--- config.mk ---
export PLATFORM = sky130hd
export DESIGN_NAME = oneshot_pulse_counter
export DESIGN_NICKNAME = d
export VERILOG_FILES = /design/src/rtl/oneshot_pulse_counter.sv
export SDC_FILE = /design/constraint.sdc
export NUM_CORES = 1
export LEC_CHECK = 0
export BUFFER_PORTS_ARGS = -buffer_cell sky130_fd_sc_hd__buf_2
export CAP_MARGIN = 20
export CORE_MARGIN = 5
export CORE_UTILIZATION = 30
export DETAILED_ROUTE_END_ITERATION = 7
export SLEW_MARGIN = 20
export SYNTH_ARGS = -nofsm -noshare
export SYNTH_HDL_FRONTEND = slang
export SYNTH_SLANG_ARGS = --single-unit
--- constraint.sdc ---
create_clock -name clk -period 6.09 [get_ports clk]
set_input_delay 1.218 -clock clk [delete_from_list [all_inputs] [get_ports clk]]
set_output_delay 1.218 -clock clk [all_outputs]
set_load 0.02 [all_outputs]
--- src/rtl/oneshot_pulse_counter.sv ---
module oneshot_pulse_counter #(
  parameter int AW = 3
) (
  input  logic          clk,
  input  logic          rst_n,
  input  logic [AW-1:0] bus_addr,
  input  logic          bus_we,
  input  logic [7:0]    bus_wdata,
  output logic [7:0]    bus_rdata,
  output logic          uflow_o,
  output logic          irq_o
);
  localparam logic [AW-1:0] A_PL = AW'(0);
  localparam logic [AW-1:0] A_PH = AW'(1);
  localparam logic [AW-1:0] A_CL = AW'(2);
  localparam logic [AW-1:0] A_CH = AW'(3);
  localparam logic [AW-1:0] A_CTL = AW'(4);

  logic [15:0] presc_q, pcnt_q, cnt_q;
  logic [7:0]  stage_q;
  logic        run_q, ien_q, pend_q, uflow_q;
  logic        tick, ufl_evt, wr_ctl;

  assign tick    = run_q && (pcnt_q == 16'd0);
  assign ufl_evt = tick && (cnt_q == 16'd0);
  assign wr_ctl  = bus_we && (bus_addr == A_CTL);
  assign uflow_o = uflow_q;
  assign irq_o   = pend_q & ien_q;

  always_comb begin
    case (bus_addr)
      A_PL:    bus_rdata = presc_q[7:0];
      A_PH:    bus_rdata = presc_q[15:8];
      A_CL:    bus_rdata = cnt_q[7:0];
      A_CH:    bus_rdata = cnt_q[15:8];
      A_CTL:   bus_rdata = {5'b0, pend_q, ien_q, run_q};
      default: bus_rdata = 8'h00;
    endcase
  end

  always_ff @(posedge clk) begin
    if (!rst_n) begin
      presc_q <= '0;
      pcnt_q  <= '0;
      cnt_q   <= '0;
      stage_q <= '0;
      run_q   <= 1'b0;
      ien_q   <= 1'b0;
      pend_q  <= 1'b0;
      uflow_q <= 1'b0;
    end else begin
      uflow_q <= ufl_evt;
      if (run_q) begin
        if (tick) begin
          pcnt_q <= presc_q;
          cnt_q  <= cnt_q - 16'd1;
        end else begin
          pcnt_q <= pcnt_q - 16'd1;
        end
      end
      if (ufl_evt) begin
        run_q  <= 1'b0;
        pend_q <= 1'b1;
      end
      if (bus_we) begin
        case (bus_addr)
          A_PL, A_CL: stage_q <= bus_wdata;
          A_PH:       presc_q <= {bus_wdata, stage_q};
          A_CH:       cnt_q   <= {bus_wdata, stage_q};
          default:    ;
        endcase
      end
      if (wr_ctl) begin
        ien_q <= bus_wdata[1];
        run_q <= bus_wdata[0] & ~ufl_evt;
        if (bus_wdata[0] && !run_q) pcnt_q <= presc_q;
        if (!bus_wdata[2] && !ufl_evt) pend_q <= 1'b0;
      end
    end
  end

  AST_UFL_STOPS: assert property (@(posedge clk) disable iff (!rst_n)
    uflow_o |-> (!run_q && pend_q));
  AST_UFL_SINGLE: assert property (@(posedge clk) disable iff (!rst_n)
    uflow_o |=> !uflow_o);
  AST_PEND_STICKY: assert property (@(posedge clk) disable iff (!rst_n)
    (pend_q && !(wr_ctl && !bus_wdata[2])) |=> pend_q);
  AST_CNT_HOLD: assert property (@(posedge clk) disable iff (!rst_n)
    (!run_q && !(bus_we && bus_addr == A_CH)) |=> $stable(cnt_q));
  AST_UFL_IRQ: assert property (@(posedge clk) disable iff (!rst_n)
    (uflow_o && ien_q) |-> irq_o);
endmodule

==> qor.yml, run 1 <==
synthesis:
  synth_cell_types: 59
  netlist_instances: 401
  ys.flop_type: "dfxtp_1"
  synth_fp_nets: 418
  avgSynthCellArea_um2: 8.34
  syn-cell-area_um2: 3340
  synth_enable_flop_cells: 0
  yosysWarnings: 0
  async_reset_ff_share_pct: 0
  ys_seq_area_share_pct: 35.9
  synth_seq_cells: 60
critical_path:
  timing.rr.start: "pcnt_q[2]"
  cp_cell_sequence: "buf_2 -> mux4_2 -> nor2b_1 -> buf_2"
  cp_max_fo: 16
  timing.critical_path.buf_inv: 2
  reg2reg_slack_ps: 3230
  crit_start: "bus_addr[0]"
  reg2reg_to: "pcnt_q[2]"
  crit_cells: 4
  crit_family: "multiplexers"
  worst_path_largest_cell_delay_ps: 540
  reg2regPathDepth: 5
  path_class: "in2out"
  crit_end: "bus_rdata[3]"
  arrival_ps: 2430
  cp_slowest_cell: "mux4_2"
  startpoint_type: "input port"
  crit_top_cell: "buf_2"
  worst-endpoint-required_ps: 4870
  end_kind: "output pin"
route:
  first_pass_iters: 5
  wire_per_inst_um: 16.5
  antenna_left: 0
  viasPerCell: 5.40
  num_vias: 2995
  drcViolationCount: 0
  drt-initial-drc-count: 182
  routed_wl_mm: 9.16
placed_design:
  port-buffer-count: 23
  place_hpwl_mm: 6.37
  placed_cell_area_um2: 3540
  gp_congestion: 0.797
cts:
  post_cts_buffers: 0
  htree_levels: 3
  cts_resized: 0
  cts_hold_buf: 0
  clk_pin_slew_ps: 70
  numClockSinks: 60
  cts_buffer_depth: 2
  cts_tree: "built"
  numCtsBuffers: 9
  root_buffer: "clkbuf_8"
  clk_latency_ps: 340
sta:
  fin_crit_sh_pct: 59.9
  hold_viol: 0
  rsz0062_at_grt: "false"
  worst_pin_slew_ps: 1080
  clock.fmax_ghz: 0.274
  setup_viol: 0
  fin_skew_ps: 6.82
  slew_headroom_pct: 27.9
  finalMaxSlewViolations: 0
  finalWorstPathRequiredPeriod_ps: 3650
  fin_tns_setup_ps: 0
power_and_ir_drop:
  ir_worst_vdd_mv: 0.156
  p_leak_nw: 1.35
  power_density_nw_per_um2: 246
finish:
  drive_gt1_share_pct: 16.4
  antenna_cells: 0
  fillerInstances: 1137
  finalInstanceArea_um2: 3750
  area_delta_synth_final_pct: 12.2
  nets: 427
die:
  core_area_um2: 10900
  io_pins: 24
  die_area_um2: 13400
  num_rows: 38
  die_h_um: 116
  chipWidth_um: 116
  start_util_pct: 30.7
flow_run:
  drv_cap: 0
global_route:
  grt_start_max_net_pins: 34
  grt_overflow_total: 0
  grt_pass1_wl_mm: 15.0
  grt_antenna_before_repair: 0
  grt_pass1_vias: 2936
  grt_use_total_pct: 14.3
status:
  outcome: "finished clean"
hold_path:
  hold_path.class: "reg2reg"
[flip-flops by register name, indices dropped and copies added (netlist names)]
register / flops
cnt_q: 16
ien_q: 1
pcnt_q: 16
pend_q: 1
presc_q: 16
run_q: 1
stage_q: 8
uflow_o: 1
[Yosys cell counts (4+ instances only)]
library cell | number | share of area (%)
mux2i_1 | 11 | 3.3
dfxtp_1 | 60 | 36
clkbuf_1 | 20 | 2.2
nand3_1 | 10 | 1.5
o21a_1 | 5 | 1.1
mux2_2 | 7 | 2.4
mux4_2 | 7 | 4.7
nor2b_1 | 8 | 1.5
inv_1 | 10 | 1.1
nand2_1 | 58 | 6.5
o21ai_0 | 27 | 4.0
buf_2 | 5 | 0.75
nand4_1 | 4 | 0.75
nor3_1 | 16 | 2.4
a211oi_1 | 6 | 1.3
a21oi_1 | 38 | 5.7
xor2_1 | 4 | 1.0
nor4_1 | 4 | 0.75
nor2_1 | 25 | 2.8
a31oi_1 | 6 | 1.1
xnor2_1 | 15 | 3.9
[how the worst min path moves through the flow]
stage	from	to	slack, ps	cells after the start
4_1_cts	stage_q[7]	presc_q[7]	480	2
3_5_place_dp	stage_q[0]	presc_q[0]	460	2
5_1_grt	stage_q[3]	presc_q[3]	510	2
6_report	stage_q[3]	presc_q[3]	470	2
2_1_floorplan	stage_q[3]	presc_q[3]	440	2
3_3_place_gp	stage_q[3]	presc_q[3]	460	2
[area by class of cell]
class	count	area (µm²)	area share, %
tap	140	175	4.67
timing repair buffer	25	130	3.47
clock inverter	6	63.8	1.70
sequential	60	1200	32.0
multi-input combinational	304	2000	53.5
clock buffer	10	138	3.67
inverter	10	37.5	1.00
[worst register-to-register path, cell delays in order (launching register included)]
cell     delay (ps)
dfxtp_1         390
nor4_4          470
nand4_2         520
nor2_1          880
o21ai_0         220
o221a_2         280
[cells in the final DEF, fill, tap and decap left out, types with 3 or more instances in the layout]
| cell type | Yosys | routed |
|---|---|---|
| buf_2 | 5 | 23 |
| nand3_1 | 10 | 9 |
| ha_1 | 3 | 3 |
| nor3b_1 | 3 | 3 |
| or3_1 | 3 | 3 |
| nor3_1 | 16 | 16 |
| clkbuf_8 | 0 | 10 |
| nand2_1 | 58 | 58 |
| dfxtp_1 | 60 | 60 |
| nor2b_1 | 8 | 8 |
| a211oi_1 | 6 | 6 |
| a31oi_1 | 6 | 6 |
| mux2i_1 | 11 | 11 |
| xor2_1 | 4 | 4 |
| nor2_1 | 25 | 24 |
| o21ai_0 | 27 | 27 |
| xnor2_1 | 15 | 15 |
| mux2_2 | 7 | 7 |
| or4_1 | 3 | 3 |
| inv_1 | 10 | 10 |
| nand4_1 | 4 | 4 |
| nor4_1 | 4 | 4 |
| a21oi_1 | 38 | 38 |
| mux4_2 | 7 | 7 |
| o21a_1 | 5 | 5 |
[report_power, final]
group	internal (mW)	total, mW	switching (mW)
combinational	0.0514	0.136	0.0847
clock	0.199	0.366	0.167
sequential	0.405	0.420	0.0155
[kinds of logic after synthesis]
group	after synthesis	share of synthesized area, %
and+or+nand+nor	156	25.2
DFF	60	35.9
adders and majority gates	3	1.12
AOI/OAI and AO/OA	101	18.1
xor gates and xnor gates	19	4.98
buffers and inverters	37	4.34
muxes	25	10.4
[per-stage QoR]
| step | hold slack (ps) | power, mW | setup slack (ps) | instances | util (%) |
|---|---|---|---|---|---|
| final | 474 | 0.922 | 2440 | 555 | 34.4 |
| after global routing | 507 | 0.965 | 2360 | 555 | 34.4 |
| after CTS | 477 | 0.930 | 2450 | 555 | 34.4 |
| after detailed placement | 461 | 0.564 | 2450 | 539 | 32.5 |
| after global placement | 459 | 0.562 | 2470 | 539 | 32.5 |
| after floorplan | 441 | 0.530 | 2290 | 401 | - |
[routing by layer]
metal  track usage, %  vias up  part of all wire [%]
met5                0        -                     0
li1                 -     1471                     -
met1             18.9     1432                    47
met2             23.1       83                    47
met3             3.13        9                   5.3
met4             4.85        0                   1.3
Note: power is estimated with default switching activity, not from simulation.
==> inputs of run 2 (changes only) <==
clock period = 3.5 ns   (was 6.09 ns; I/O delays follow)
==> run 2 against run 1 <==
Compared with the run above: utilization rose by 0.70 points; design area rose by 2.0%; sequential power up 74%; clock skew hardly changed; critical path type unchanged; critical endpoint unchanged; highest routed layer unchanged.
==> qor.yml, run 2 (synthesis results as in run 1) <==
cts:
  cts_buffer_depth: 2
  root_buffer: "clkbuf_8"
  cts_hold_buf: 0
  clk_latency_ps: 350
  cts_tree: "built"
  cts_resized: 0
  post_cts_buffers: 0
  clk_pin_slew_ps: 70
  numCtsBuffers: 9
  numClockSinks: 60
  htree_levels: 3
power_and_ir_drop:
  p_leak_nw: 1.40
  power_density_nw_per_um2: 443
  seqPwrFrac_pct: 43.2
  comb_power_share_pct: 14.7
  swShare_pct: 27.9
  p_sw_mw: 0.473
  p_int_mw: 1.22
  ir_worst_vdd_mv: 0.235
  pwr-share-clk_pct: 42.1
sta:
  finalMaxSlewViolations: 0
  worst_pin_slew_ps: 706
  finalWorstPathRequiredPeriod_ps: 2620
  setup_viol: 0
  fin_skew_ps: 7.25
  hold_viol: 0
  timing.hold.ws_ps: 476
  rsz0062_at_grt: "false"
  fin_crit_sh_pct: 75.0
  clock.fmax_ghz: 0.381
  fin_tns_setup_ps: 0
  slew_headroom_pct: 52.8
critical_path:
  path_class: "in2out"
  arrival_ps: 1920
  end_kind: "output pin"
  worst-endpoint-required_ps: 2800
  cp_max_fo: 16
  startpoint_type: "input port"
  reg2reg_slack_ps: 1080
finish:
  antenna_cells: 0
  reg.largest.list: "cnt_q: 16 flops, pcnt_q: 16 flops, presc_q: 16 flops"
  drive_gt1_share_pct: 17.3
  nets: 434
  final_common_cell: "dfxtp_1"
  area_delta_synth_final_pct: 14.4
  layout_common_cells: "dfxtp_1 (60), nand2_1 (58), a21oi_1 (38)"
flow_run:
  drv_cap: 0
die:
  chipWidth_um: 116
  io_pins: 24
  start_util_pct: 30.7
  die_area_um2: 13400
  core_area_um2: 10900
  num_rows: 38
  die_h_um: 116
placed_design:
  gp_congestion: 0.843
  port-buffer-count: 23
  place_hpwl_mm: 6.70
route:
  num_vias: 3051
  drt-initial-drc-count: 131
  viasPerCell: 5.43
  routed_wl_mm: 9.63
  antenna_left: 0
  wire_per_inst_um: 17.1
  first_pass_iters: 4
  drcViolationCount: 0
status:
  outcome: "finished clean"
global_route:
  grt_pass1_wl_mm: 15.4
  top_usage_layer: "met2"
  grt_use_total_pct: 14.8
  grt.met2_usage_pct: 23.4
  grt_start_max_net_pins: 34
  grtUsageMet3_pct: 4.07
  grt_pass1_vias: 2971
  grt_antenna_before_repair: 0
  grt_overflow_total: 0
  grtUsageMet1_pct: 19.6
hold_path:
  hold_path.class: "reg2reg"
## run 2: worst max-delay path, stage by stage
cell and delay, ps:
buf_2 340, mux4_2 570, nor2b_1 150, buf_2 170
## run 2: layout make-up
| class | count | area (µm²) |
|---|---|---|
| clock buffer | 10 | 138 |
| clock inverter | 6 | 87.6 |
| fill | 1131 | 7060 |
| inverter | 10 | 37.5 |
| multi-input combinational | 304 | 2000 |
| sequential | 60 | 1200 |
| tap | 140 | 175 |
| timing repair buffer | 32 | 190 |
## run 2: worst paths after layout
kind	from	to	cells after the start
max	bus_addr[0]	bus_rdata[3]	4
min	stage_q[1]	presc_q[1]	2
max reg2reg	pcnt_q[0]	run_q	7
min reg2reg	stage_q[1]	presc_q[1]	2
## run 2: power by group through the flow
| stage | sequential, mW | clock, mW | combinational, mW |
|---|---|---|---|
| finish | 0.732 | 0.714 | 0.249 |
| global route | 0.735 | 0.763 | 0.274 |
| CTS | 0.731 | 0.723 | 0.246 |
| detailed placement | 0.747 | 0 | 0.244 |
| global placement | 0.746 | 0 | 0.241 |
| floorplan | 0.738 | 0 | 0.184 |
## run 2: layer usage
| metal | wire [µm] | share of wire [%] |
|---|---|---|
| met3 | 621 | 6.4 |
| met1 | 4360 | 45 |
| met5 | 0 | 0 |
| met4 | 163 | 1.7 |
| met2 | 4490 | 47 |
## run 2: through the flow
| step | cells | util (%) | setup WS, ps | total power [mW] | instance area (µm²) |
|---|---|---|---|---|---|
| floorplan | 401 | - | 741 | 0.922 | 3340 |
| global placement | 545 | 32.9 | 906 | 0.988 | 3590 |
| detailed placement | 545 | 32.9 | 878 | 0.991 | 3590 |
| CTS | 561 | 35.0 | 864 | 1.70 | 3810 |
| global route | 562 | 35.1 | 809 | 1.77 | 3830 |
| finish | 562 | 35.1 | 876 | 1.69 | 3830 |
==> inputs of run 3 (changes only) <==
clock period = 2.5 ns   (was 3.5 ns; I/O delays follow)
==> run 3 against run 2 <==
Compared with the run above: hold slack got worse by 74 ps; critical path depth unchanged; non-clock buffer count is 10 higher; sequential power increased by 39%; via count grew 1.2%; power is 35% higher; count of clock-buffer cells in the layout fell by 1; register-to-register slack lost 770 ps; worst setup slack got worse by 600 ps; global-route usage up 0.40 points; die area unchanged; clock power increased by 25%.
==> qor.yml, run 3 (synthesis results as in run 1) <==
cts:
  root_buffer: "clkbuf_8"
  post_cts_buffers: 0
  numCtsBuffers: 9
  cts_buffer_depth: 2
  clk_latency_ps: 350
  htree_levels: 3
  numClockSinks: 60
  cts_hold_buf: 0
  cts_tree: "built"
  clk_pin_slew_ps: 80
  cts_resized: 0
die:
  num_rows: 38
  core_area_um2: 10900
  die_h_um: 116
  die_area_um2: 13400
  io_pins: 24
  chipWidth_um: 116
  start_util_pct: 30.7
critical_path:
  timing.rr.start: "pcnt_q[2]"
  reg2reg_slack_ps: 310
  cp_max_fo: 16
  end_kind: "output pin"
  crit_start: "bus_addr[0]"
  path_class: "in2out"
  arrival_ps: 1730
  reg2reg_to: "pcnt_q[0]"
  crit_end: "bus_rdata[3]"
  startpoint_type: "input port"
  worst-endpoint-required_ps: 2000
  reg2regPathDepth: 6
sta:
  worst_pin_slew_ps: 493
  setup_viol: 0
  fin_crit_sh_pct: 89.1
  fin_skew_ps: 12.4
  finalWorstPathRequiredPeriod_ps: 2230
  rsz0062_at_grt: "false"
  hold_viol: 0
  finalMaxSlewViolations: 0
  clock.fmax_ghz: 0.449
  slew_headroom_pct: 66.9
  fin_tns_setup_ps: 0
global_route:
  grt_antenna_before_repair: 0
  grt_overflow_total: 0
  grt_start_max_net_pins: 34
  grt_pass1_vias: 2986
  grt_pass1_wl_mm: 15.9
  grt_use_total_pct: 15.2
hold_path:
  worstHoldStart: "bus_wdata[7]"
  hold_path.class: "in2reg"
power_and_ir_drop:
  seqPwrFrac_pct: 44.9
  ir_worst_vdd_mv: 0.303
  comb_power_share_pct: 15.9
  p_sw_mw: 0.687
  pwr-share-clk_pct: 39.2
  p_leak_nw: 1.43
  p_int_mw: 1.59
  power_mw: 2.28
  swShare_pct: 30.1
  power_density_nw_per_um2: 589
placed_design:
  placed_cell_area_um2: 3670
  port-buffer-count: 23
  gp_congestion: 0.840
  place_hpwl_mm: 6.78
route:
  drt-initial-drc-count: 251
  viasPerCell: 5.40
  drcViolationCount: 0
  wire_per_inst_um: 16.9
  first_pass_iters: 4
  antenna_left: 0
  routed_wl_mm: 9.68
  num_vias: 3088
finish:
  drive_gt1_share_pct: 19.2
  area_delta_synth_final_pct: 15.7
  layout_common_cells: "dfxtp_1 (60), nand2_1 (58), a21oi_1 (38)"
  reg.largest.list: "cnt_q: 16 flops, pcnt_q: 16 flops, presc_q: 16 flops"
  finalInstanceArea_um2: 3870
  final_common_cell: "dfxtp_1"
  nets: 444
  antenna_cells: 0
status:
  outcome: "finished clean"
flow_run:
  drv_cap: 0
## run 3: worst max-delay path, cell delays in order
cell and delay [ps]:
buf_2 330, mux4_2 550, nor2b_1 170, buf_2 170
## run 3: layout make-up
cell class | count | area (µm²)
fill | 1120 | 7020
inverter | 10 | 37.5
sequential | 60 | 1200
multi-input combinational | 304 | 2000
tap | 140 | 175
timing repair buffer | 42 | 258
clock buffer | 9 | 124
clock inverter | 7 | 76.3
## run 3: routing by layer
| metal | global-route usage [%] | part of all wire, % | vias up |
|---|---|---|---|
| met4 | 3.60 | 0.55 | 0 |
| li1 | - | - | 1501 |
| met5 | 0 | 0 | - |
| met2 | 23.8 | 46 | 100 |
| met1 | 21.2 | 46 | 1481 |
| met3 | 3.45 | 7.6 | 6 |
## run 3: through the flow
stage / setup WS [ps] / utilization [%] / cells / hold WS, ps
2_1_floorplan: 141 / - / 401 / 441
3_3_place_gp: 316 / 33.7 / 556 / 459
3_5_place_dp: 279 / 33.7 / 556 / 457
4_1_cts: 271 / 35.5 / 572 / 393
5_1_grt: 149 / 35.5 / 572 / 396
6_report: 273 / 35.5 / 572 / 402
## run 3: power groups by stage
stage	registers (mW)	logic (mW)	clock network, mW
finish	1.02	0.363	0.894
global route	1.03	0.399	0.959
CTS	1.02	0.362	0.907
detailed placement	1.04	0.359	0
global placement	1.04	0.355	0
floorplan	1.03	0.258	0
## run 3: how the worst min path moves through the flow
stage	end	slack, ps	cells past startpoint
floorplan	presc_q[3]	440	2
global placement	presc_q[2]	460	2
detailed placement	presc_q[2]	460	2
CTS	presc_q[15]	390	3
global route	presc_q[12]	400	3
finish	presc_q[15]	400	3
